**config.mk**
```make
export PLATFORM = sky130hd
export DESIGN_NAME = burst_offset_seq
export DESIGN_NICKNAME = d
export VERILOG_FILES = /design/src/rtl/burst_seq_pkg.sv /design/src/rtl/burst_seq_decode.sv /design/src/rtl/burst_seq_beat.sv /design/src/rtl/burst_seq_order.sv /design/src/rtl/burst_offset_seq.sv
export SDC_FILE = /design/constraint.sdc
export NUM_CORES = 1
export LEC_CHECK = 0
export CORE_ASPECT_RATIO = 1.2
export CORE_MARGIN = 3
export CORE_UTILIZATION = 35
export CTS_CLUSTER_DIAMETER = 120
export DETAILED_ROUTE_END_ITERATION = 8
export GPL_TIMING_DRIVEN = 0
export PLACE_DENSITY = 0.74
export SETUP_SLACK_MARGIN = 0.4
export SKIP_LAST_GASP = 1
export SYNTH_ARGS = -nofsm -noshare
export SYNTH_HDL_FRONTEND = slang
export SYNTH_SLANG_ARGS = --single-unit
```
**constraint.sdc**
```tcl
create_clock -name clk -period 1.53 [get_ports clk]
set_input_delay 0.153 -clock clk [delete_from_list [all_inputs] [get_ports clk]]
set_output_delay 0.153 -clock clk [all_outputs]
set_load 0.05 [all_outputs]
```
**src/rtl/burst_seq_pkg.sv**
```systemverilog
package burst_seq_pkg;
  // Command resolved for one clock edge, in priority order
  typedef enum logic [1:0] {
    CMD_HOLD = 2'd0,
    CMD_STOP = 2'd1,
    CMD_LOAD = 2'd2,
    CMD_STEP = 2'd3
  } seq_cmd_e;
endpackage

```
**src/rtl/burst_seq_decode.sv**
```systemverilog
module burst_seq_decode
  import burst_seq_pkg::*;
(
  input  logic     stall,
  input  logic     stop,
  input  logic     load,
  input  logic     adv,
  input  logic     active,
  output seq_cmd_e cmd
);
  // stall beats stop, stop beats load, load beats adv; adv needs an active burst
  always_comb begin
    cmd = CMD_HOLD;
    if (!stall) begin
      if (stop)                cmd = CMD_STOP;
      else if (load)           cmd = CMD_LOAD;
      else if (adv && active)  cmd = CMD_STEP;
    end
  end
endmodule

```
**src/rtl/burst_seq_beat.sv**
```systemverilog
module burst_seq_beat
  import burst_seq_pkg::*;
#(
  parameter int OFS_W = 2
) (
  input  logic             clk,
  input  logic             rst,
  input  seq_cmd_e         cmd,
  output logic [OFS_W-1:0] beat_nxt
);
  logic [OFS_W-1:0] beat_q;

  always_comb begin
    unique case (cmd)
      CMD_LOAD: beat_nxt = '0;
      CMD_STEP: beat_nxt = beat_q + 1'b1;  // natural wrap at 2^OFS_W
      default:  beat_nxt = beat_q;
    endcase
  end

  always_ff @(posedge clk) begin
    if (rst) beat_q <= '0;
    else     beat_q <= beat_nxt;
  end
endmodule

```
**src/rtl/burst_seq_order.sv**
```systemverilog
module burst_seq_order #(
  parameter int OFS_W = 2
) (
  input  logic             ilv,
  input  logic [OFS_W-1:0] base,
  input  logic [OFS_W-1:0] beat,
  output logic [OFS_W-1:0] ofs
);
  logic [OFS_W-1:0] lin_ofs;
  logic [OFS_W-1:0] ilv_ofs;

  assign lin_ofs = base + beat;

  // interleaved order is a plain bitwise XOR, built bit by bit
  for (genvar b = 0; b < OFS_W; b++) begin : g_ilv_bit
    assign ilv_ofs[b] = base[b] ^ beat[b];
  end

  assign ofs = ilv ? ilv_ofs : lin_ofs;
endmodule

```
**src/rtl/burst_offset_seq.sv**
```systemverilog
module burst_offset_seq
  import burst_seq_pkg::*;
#(
  parameter int OFS_W = 2,
  parameter int UP_W  = 16
) (
  input  logic             clk,
  input  logic             rst,
  input  logic             stall,
  input  logic             order_ilv,
  input  logic             load,
  input  logic [OFS_W-1:0] start_ofs,
  input  logic [UP_W-1:0]  start_upper,
  input  logic             adv,
  input  logic             stop,
  output logic [OFS_W-1:0] ofs,
  output logic [UP_W-1:0]  upper,
  output logic             busy
);
  seq_cmd_e         cmd;
  logic [OFS_W-1:0] beat_nxt;
  logic [OFS_W-1:0] base_q;
  logic [OFS_W-1:0] base_nxt;
  logic [OFS_W-1:0] ofs_nxt;

  burst_seq_decode u_decode (
    .stall  (stall),
    .stop   (stop),
    .load   (load),
    .adv    (adv),
    .active (busy),
    .cmd    (cmd)
  );

  burst_seq_beat #(.OFS_W(OFS_W)) u_beat (
    .clk      (clk),
    .rst      (rst),
    .cmd      (cmd),
    .beat_nxt (beat_nxt)
  );

  assign base_nxt = (cmd == CMD_LOAD) ? start_ofs : base_q;

  burst_seq_order #(.OFS_W(OFS_W)) u_order (
    .ilv  (order_ilv),
    .base (base_nxt),
    .beat (beat_nxt),
    .ofs  (ofs_nxt)
  );

  always_ff @(posedge clk) begin
    if (rst) begin
      base_q <= '0;
      upper  <= '0;
      ofs    <= '0;
      busy   <= 1'b0;
    end else begin
      unique case (cmd)
        CMD_LOAD: begin
          base_q <= start_ofs;
          upper  <= start_upper;
          ofs    <= ofs_nxt;
          busy   <= 1'b1;
        end
        CMD_STEP: ofs  <= ofs_nxt;
        CMD_STOP: busy <= 1'b0;
        default: ;
      endcase
    end
  end
endmodule

```
==> out/qor.log, run 1 <==
INFO  outcome        outcome=finished with violations
INFO  outcome        failed_checks=setup timing
INFO  setup_path     criticalPathCategory=flop to flop
INFO  grt            grt_pass1_vias=761
INFO  clocking       cts.htree.levels=1
INFO  sta            unrepaired_setup_endpoints_after_global_routing=yes
INFO  yosys          syn_inst=108
INFO  sta            timing.setup.tns=-0.122ns
INFO  setup_path     cpPeakStageDelay=0.35ns
INFO  drt            detail_route.vias_per_cell=4.63
INFO  yosys          syn_area_cell=8.28um^2
INFO  sta            timing.max_slew.rel_slack=69.7%
INFO  clocking       cts.root.buffer_cell=clkbuf_4
INFO  setup_path     timing.critical_path.to_type=flop
INFO  setup_path     data_required_time_of_the_critical_path=1.77ns
INFO  sta            worst-slew-pin-transition=0.451ns
INFO  drt            route.final.wire_length=2.22mm
INFO  finish         num-nets-final=188
INFO  setup_path     count_of_cell_instances_traversed_by_the_critical_path=8
INFO  drt            drt_drc_violations_left=0
INFO  clocking       cts_tree=yes
INFO  setup_path     cp_max_fo=2
INFO  sta            clock.fmax=0.605GHz
INFO  clocking       clock_sinks=23
INFO  sta            period_share=108%
INFO  sta            slew_violations=0
INFO  yosys          synth_cell_types=21
INFO  clocking       ctsHoldBuffers=0
INFO  grt            grt.total_usage=13.4%
INFO  grt            grt_remaining_overflow=0
INFO  pwr            max-vdd-ir-drop=0.000491V
INFO  drt            avgRoutedWirePerCell=11.6um
INFO  pwr            power.share.sequential=55.6%
INFO  floorplan      fp-row-count=19
INFO  grt            groute.layer.met3.usage=1.45%
INFO  setup_path     critical_path_arrival=1.90ns
INFO  yosys          flip_flop_and_latch_count_after_synthesis=23
INFO  floorplan      floorplan.io_pins=44
INFO  setup_path     path_common_cell=xnor2_1
INFO  pwr            power.switching_fraction=28.1%
INFO  yosys          synthesis.yosys.warnings=0
INFO  drt            route.antenna.remaining_nets=0
INFO  clocking       clock_latency=0.31ns
INFO  finish         num_antenna_cells=0
INFO  sta            hold_violations=0
INFO  hold_path      hold_path_class=primary input to flop
INFO  grt            global_route.usage.met1=16.6%
INFO  drt            drt_first_iter_violations=23
INFO  grt            grt_max_degree=14
INFO  pwr            power.density=816nW/um^2
INFO  sta            number_of_setup_violations_in_the_final_report=1
INFO  setup_path     critical_path_buf_inv_count=0
INFO  placed_design  dp.final_hpwl=1.54mm
INFO  placed_design  globalplace.congestion=0.679
INFO  yosys          synthesis.area=895um^2
INFO  setup_path     timing.critical_path.cells=nor4_2 > a21oi_1 > o21ai_2 > ha_1 > nand2b_1 > xnor2_1 > xnor2_1 > a211oi_2
INFO  placed_design  place_ws=-0.689ns
INFO  sta            timing.clock.skew=0.00418ns
INFO  setup_path     timing.critical_path.max_delay_family=compound AO/OA/AOI/OAI gates
INFO  setup_path     worst_setup_path_start_kind=flop
INFO  grt            grt_most_used_layer=met2
INFO  drt            first_pass_iters=4
INFO  hold_path      whs_path_depth=2
INFO  floorplan      dieArea=3200um^2
INFO  setup_path     reg2reg_depth=8
INFO  pwr            share_clk_of_total_power=24.9%
INFO  placed_design  placement.io_buffers=43
INFO  finish         post_route_cells_drive_above_1_share=26.7%
INFO  clocking       maximum_buffer_depth_of_the_clock_tree=2
INFO  pwr            power.share.combinational=19.5%
INFO  grt            antenna_found_initial=0
INFO  drt            detailroute.via_count=888
INFO  floorplan      coreArea=2350um^2
INFO  floorplan      initial_utilization=38.0%
INFO  finish         area_growth=54.1%
INFO  setup_path     worst_path_max_delay_cell=dfxtp_2
INFO  clocking       cts_made_buffers=3
INFO  grt            global_route.usage.met2=23.2%
INFO  pwr            leakage=0.000575uW
INFO  finish         post-route-cell-area=1380um^2
INFO  sta            min_period=1.65ns
INFO  clocking       cts.clk_slew.worst_paths=0.12ns
INFO  finish         post-route-util=58.6%
INFO  floorplan      die_h=61.4um
INFO  flow_run       maximum_capacitance_violations=0
INFO  pwr            total_power=1130uW
INFO  placed_design  place_area=1370um^2
INFO  sta            postLayoutSetupSlackWorst=-0.122ns
INFO  pwr            cell_internal_pwr=809uW
INFO  floorplan      chipWidth=52.2um
INFO  pwr            total_switching_power=316uW
INFO  yosys          synth.net_count=134
INFO  grt            grt_first_pass_wirelength=3.24mm
INFO  yosys          sequential_to_total_area_share_from_yosys_stat=51.5%
[per-stage QoR]
| stage | std cells | hold slack (ns) |
|---|---|---|
| finish | 192 | 0.244 |
| global route | 192 | 0.277 |
| CTS | 188 | 0.222 |
| detailed placement | 182 | 0.447 |
| global placement | 182 | 0.442 |
| floorplan | 108 | 0.216 |
[cell families (layout without fill, tap and decap cells)]
family / after synthesis / in the layout / synth area share (%)
flops: 23 / 23 / 51.5
fa+ha+maj: 1 / 1 / 1.40
compound gates: 25 / 25 / 15.7
mux: 2 / 2 / 2.24
simple gates: 49 / 49 / 24.6
buf+inv: 6 / 59 / 2.66
xor+xnor: 2 / 2 / 1.96
[power by group through the flow]
stage | registers, uW | clock network, uW | logic (uW)
5_1_grt | 629 | 313 | 235
2_1_floorplan | 700 | 0 | 53.0
3_3_place_gp | 639 | 0 | 224
4_1_cts | 626 | 298 | 213
6_report | 626 | 280 | 219
3_5_place_dp | 640 | 0 | 226
[worst reg2reg max path: cells and delay by family, from the launching register on]
kind | cells | cell delay [ns]
xor+xnor | 2 | 0.27
flops | 1 | 0.35
compound gates | 3 | 0.45
fa+ha+maj | 1 | 0.16
simple gates | 2 | 0.35
[sequential cells by signal, summed over array words and instances (netlist names)]
register and flops:
base_q 2, busy 1, ofs 2, u_beat.beat_q 2
upper 16
[Yosys cell counts]
master | n | area (um^2)
a211oi_1 | 1 | 7.51
a211oi_2 | 1 | 12.5
a21oi_1 | 20 | 100
buf_1 | 1 | 3.75
buf_2 | 1 | 5.00
clkbuf_1 | 3 | 11.3
dfxtp_1 | 23 | 460
ha_1 | 1 | 12.5
inv_1 | 1 | 3.75
mux2i_1 | 2 | 20.0
nand2_1 | 36 | 135
nand2b_1 | 1 | 6.26
nor2_1 | 5 | 18.8
nor2b_1 | 1 | 6.26
nor3_1 | 1 | 5.00
nor3b_4 | 1 | 18.8
nor4_1 | 2 | 12.5
o211a_1 | 1 | 10.0
o21ai_0 | 2 | 10.0
or3b_1 | 2 | 17.5
xnor2_1 | 2 | 17.5
[repair_timing]
| action | CTS | global route |
|---|---|---|
| setup endpoints to repair | 41 | 18 |
| buffers inserted | 2 | 4 |
| gates resized for setup | 106 | 4 |
| hold endpoints to repair | 0 | 0 |
| pin swaps | 1 | 1 |
| gates cloned | 0 | 0 |
[cell type report]
class / instances / area (um^2)
plain buffers: 5 / 22.5
inverters: 1 / 3.75
flip-flops and latches: 23 / 465
clock inverters: 1 / 5.00
repair buffers: 49 / 389
fillers: 210 / 975
multi-input cells: 79 / 432
clock buffers: 3 / 22.5
well taps: 31 / 38.8
[worst paths after layout]
check	end	start	slack, ns
setup / recovery	ofs[1]$_SDFFE_PP0N_	u_beat.beat_q[0]$_SDFF_PP0_	-0.12
hold / removal	busy$_SDFFE_PP0P_	stop	0.24
setup reg to reg	ofs[1]$_SDFFE_PP0N_	u_beat.beat_q[0]$_SDFF_PP0_	-0.12
hold reg to reg	upper[4]$_SDFFE_PP0P_	upper[4]$_SDFFE_PP0P_	0.46
[cell usage in the layout, fill, tap and decap left out, types with 2 or more instances in the layout]
master / n
a21oi_1: 20
buf_2: 18
buf_4: 6
clkbuf_1: 2
clkbuf_4: 6
clkdlybuf4s15_2: 2
clkdlybuf4s50_1: 21
dfxtp_1: 21
mux2i_1: 2
nand2_1: 35
nor2_1: 4
nor4_2: 2
or3b_1: 2
xnor2_1: 2
[metal layers]
layer	routed length (um)	part of all wire, %	up-vias
li1	-	-	466
met1	925	42	396
met2	1180	53	24
met3	96	4.3	2
met4	25	1.1	0
met5	0	0	-
No activity file was read; power rests on OpenSTA's default activity.
==> inputs of run 2 (changes only) <==
==> constraint.sdc (replaced) <==
create_clock -name clk -period 1.5 [get_ports clk]
set_input_delay 0.15 -clock clk [delete_from_list [all_inputs] [get_ports clk]]
set_output_delay 0.15 -clock clk [all_outputs]
set_load 0.05 [all_outputs]
==> run 2 against run 1 <==
  * The flow still finishes with violations (setup timing)
  * Final cell count decreased by 0.52%
  * Clock power decreased by 3%
  * Register-to-register slack improved by 0.02 ns
  * Maximum frequency increased by 3.4%
  * Power increased by 0.92%
  * Critical endpoint unchanged
==> out/qor.log, run 2 (synthesis results as in run 1) <==
INFO  outcome        outcome=finished with violations
INFO  outcome        failed_checks=setup timing
INFO  setup_path     timing.critical_path.cells=nor4_2 > a21oi_1 > o21ai_1 > ha_1 > nand2b_1 > xnor2_1 > xnor2_1 > a211oi_2
INFO  drt            first_pass_iters=4
INFO  setup_path     worst_path_max_delay_cell=dfxtp_2
INFO  sta            clock.fmax=0.626GHz
INFO  clocking       clock_latency=0.30ns
INFO  sta            period_share=107%
INFO  sta            min_period=1.60ns
INFO  sta            worst-slew-pin-transition=0.437ns
INFO  grt            grt_first_pass_wirelength=3.23mm
INFO  drt            route.antenna.remaining_nets=0
INFO  finish         mostFrequentLayoutCells=35 x nand2_1, 21 x dfxtp_1, 21 x clkdlybuf4s50_1, 20 x a21oi_1, 15 x clkbuf_4
INFO  drt            wl_met3=104um
INFO  placed_design  globalplace.congestion=0.695
INFO  finish         post-route-util=58.5%
INFO  finish         num-nets-final=187
INFO  clocking       cts.clk_slew.worst_paths=0.11ns
INFO  pwr            max-vdd-ir-drop=0.000613V
INFO  floorplan      floorplan.io_pins=44
INFO  placed_design  placement.io_buffers=43
INFO  grt            antenna_found_initial=0
INFO  drt            detail_route.vias_per_cell=4.62
INFO  drt            detailroute.via_count=882
INFO  setup_path     criticalPathCategory=flop to flop
INFO  drt            drt_drc_violations_left=0
INFO  finish         num_antenna_cells=0
INFO  setup_path     worst_setup_path_start_kind=flop
INFO  drt            route.final.wire_length=2.11mm
INFO  hold_path      hold_path_class=primary input to flop
INFO  sta            slew_violations=0
INFO  pwr            total_power=1140uW
INFO  clocking       maximum_buffer_depth_of_the_clock_tree=2
INFO  finish         area_growth=54.0%
INFO  grt            grt_max_degree=13
INFO  flow_run       maximum_capacitance_violations=0
INFO  finish         largest_register_ff_count=16
INFO  clocking       cts_made_buffers=3
INFO  clocking       clock_sinks=23
INFO  grt            grt_pass1_vias=759
INFO  clocking       cts.root.buffer_cell=clkbuf_4
INFO  setup_path     cp_max_fo=4
INFO  drt            met2WireLength=1.14mm
INFO  floorplan      initial_utilization=38.0%
INFO  grt            grt.total_usage=13.0%
INFO  finish         post_route_cells_drive_above_1_share=25.6%
INFO  drt            avgRoutedWirePerCell=11.1um
INFO  drt            drt_first_iter_violations=12
INFO  pwr            leakage=0.000562uW
INFO  sta            timing.clock.skew=0.00184ns
INFO  setup_path     cpPeakStageDelay=0.35ns
INFO  setup_path     timing.critical_path.max_delay_family=compound AO/OA/AOI/OAI gates
INFO  sta            unrepaired_setup_endpoints_after_global_routing=yes
INFO  finish         mostFrequentLayoutCell=nand2_1
INFO  floorplan      die_h=61.4um
INFO  setup_path     critical_path_buf_inv_count=0
INFO  setup_path     critical_path_arrival=1.83ns
INFO  clocking       cts_tree=yes
INFO  setup_path     data_required_time_of_the_critical_path=1.73ns
INFO  sta            number_of_setup_violations_in_the_final_report=1
INFO  floorplan      coreArea=2350um^2
INFO  drt            maxUsedRoutingLayer=met3
INFO  sta            timing.max_slew.rel_slack=70.6%
INFO  finish         number_of_filler_cells_placed_in_the_layout=222
INFO  sta            postLayoutSetupSlackWorst=-0.0984ns
INFO  sta            hold_violations=0
INFO  floorplan      fp-row-count=19
INFO  setup_path     path_common_cell=xnor2_1
INFO  grt            grt_remaining_overflow=0
INFO  placed_design  dp.final_hpwl=1.58mm
INFO  drt            wl_met1=866um
INFO  pwr            power.density=824nW/um^2
INFO  finish         registers.top_by_ff_count=upper
INFO  setup_path     timing.critical_path.to_type=flop
INFO  clocking       cts.htree.levels=1
INFO  floorplan      dieArea=3200um^2
INFO  floorplan      chipWidth=52.2um
## run 2: cell types whose count changed in the layout (fill, tap and decap cells not counted)
cell / delta
o21ai_1: +1
o21ai_2: -1
clkbuf_1: +1
clkdlybuf4s15_2: -2
dlygate4sd2_1: -1
buf_2: -8
buf_4: +1
clkinv_2: -1
clkbuf_4: +9
## run 2: routing by layer
metal,global-route usage [%],vias up
li1,-,461
met1,15.5,401
met2,24.8,20
met3,1.45,0
met4,3.28,0
met5,0,-
## run 2: what timing repair did
item,in CTS,in global routing
pin swaps,3,1
endpoints found under the setup margin,41,24
hold buffers,0,0
gates resized for setup,107,18
setup buffers,5,0
gates cloned,0,0
## run 2: area by class of cell
class	instances	area [um^2]	area share, %
tap	31	38.8	2.82
inverter	1	3.75	0.272
clock buffer	4	26.3	1.91
sequential	23	465	33.8
buffer	5	30.0	2.18
timing repair buffer	48	385	28.0
multi-input combinational	79	428	31.1
## run 2: metrics by stage
stage          instance area (um^2)  hold WS [ns]  setup WS, ns  cells  setup TNS (ns)
2_1_floorplan                   906         0.213       -0.0933    108         -0.0933
3_3_place_gp                   1380         0.441        -0.723    182           -5.29
3_5_place_dp                   1380         0.448        -0.720    182           -5.45
4_1_cts                        1360         0.242        -0.124    191          -0.124
5_1_grt                        1380         0.158        -0.236    191          -0.236
6_report                       1380         0.146       -0.0984    191         -0.0984
## run 2: where the power goes
part           switching (uW)  internal [uW]
Sequential               9.64            630
Clock                     168            103
Combinational             126           99.2
## run 2: worst paths after layout
kind | end | start | cells after the start | slack (ns)
worst max register to register | ofs[1]$_SDFFE_PP0N_ | u_beat.beat_q[0]$_SDFF_PP0_ | 8 | -0.1
worst max-delay path | ofs[1]$_SDFFE_PP0N_ | u_beat.beat_q[0]$_SDFF_PP0_ | 8 | -0.1
worst min-delay path | busy$_SDFFE_PP0P_ | stop | 2 | 0.15
worst min register to register | upper[4]$_SDFFE_PP0P_ | upper[4]$_SDFFE_PP0P_ | 2 | 0.46
## run 2: worst register-to-register path: cells and delay by family, from the launching register on
family          cells  cell delay (ns)
simple gates        2             0.30
compound gates      3             0.44
fa+ha+maj           1             0.17
xor+xnor            2             0.27
flops               1             0.35
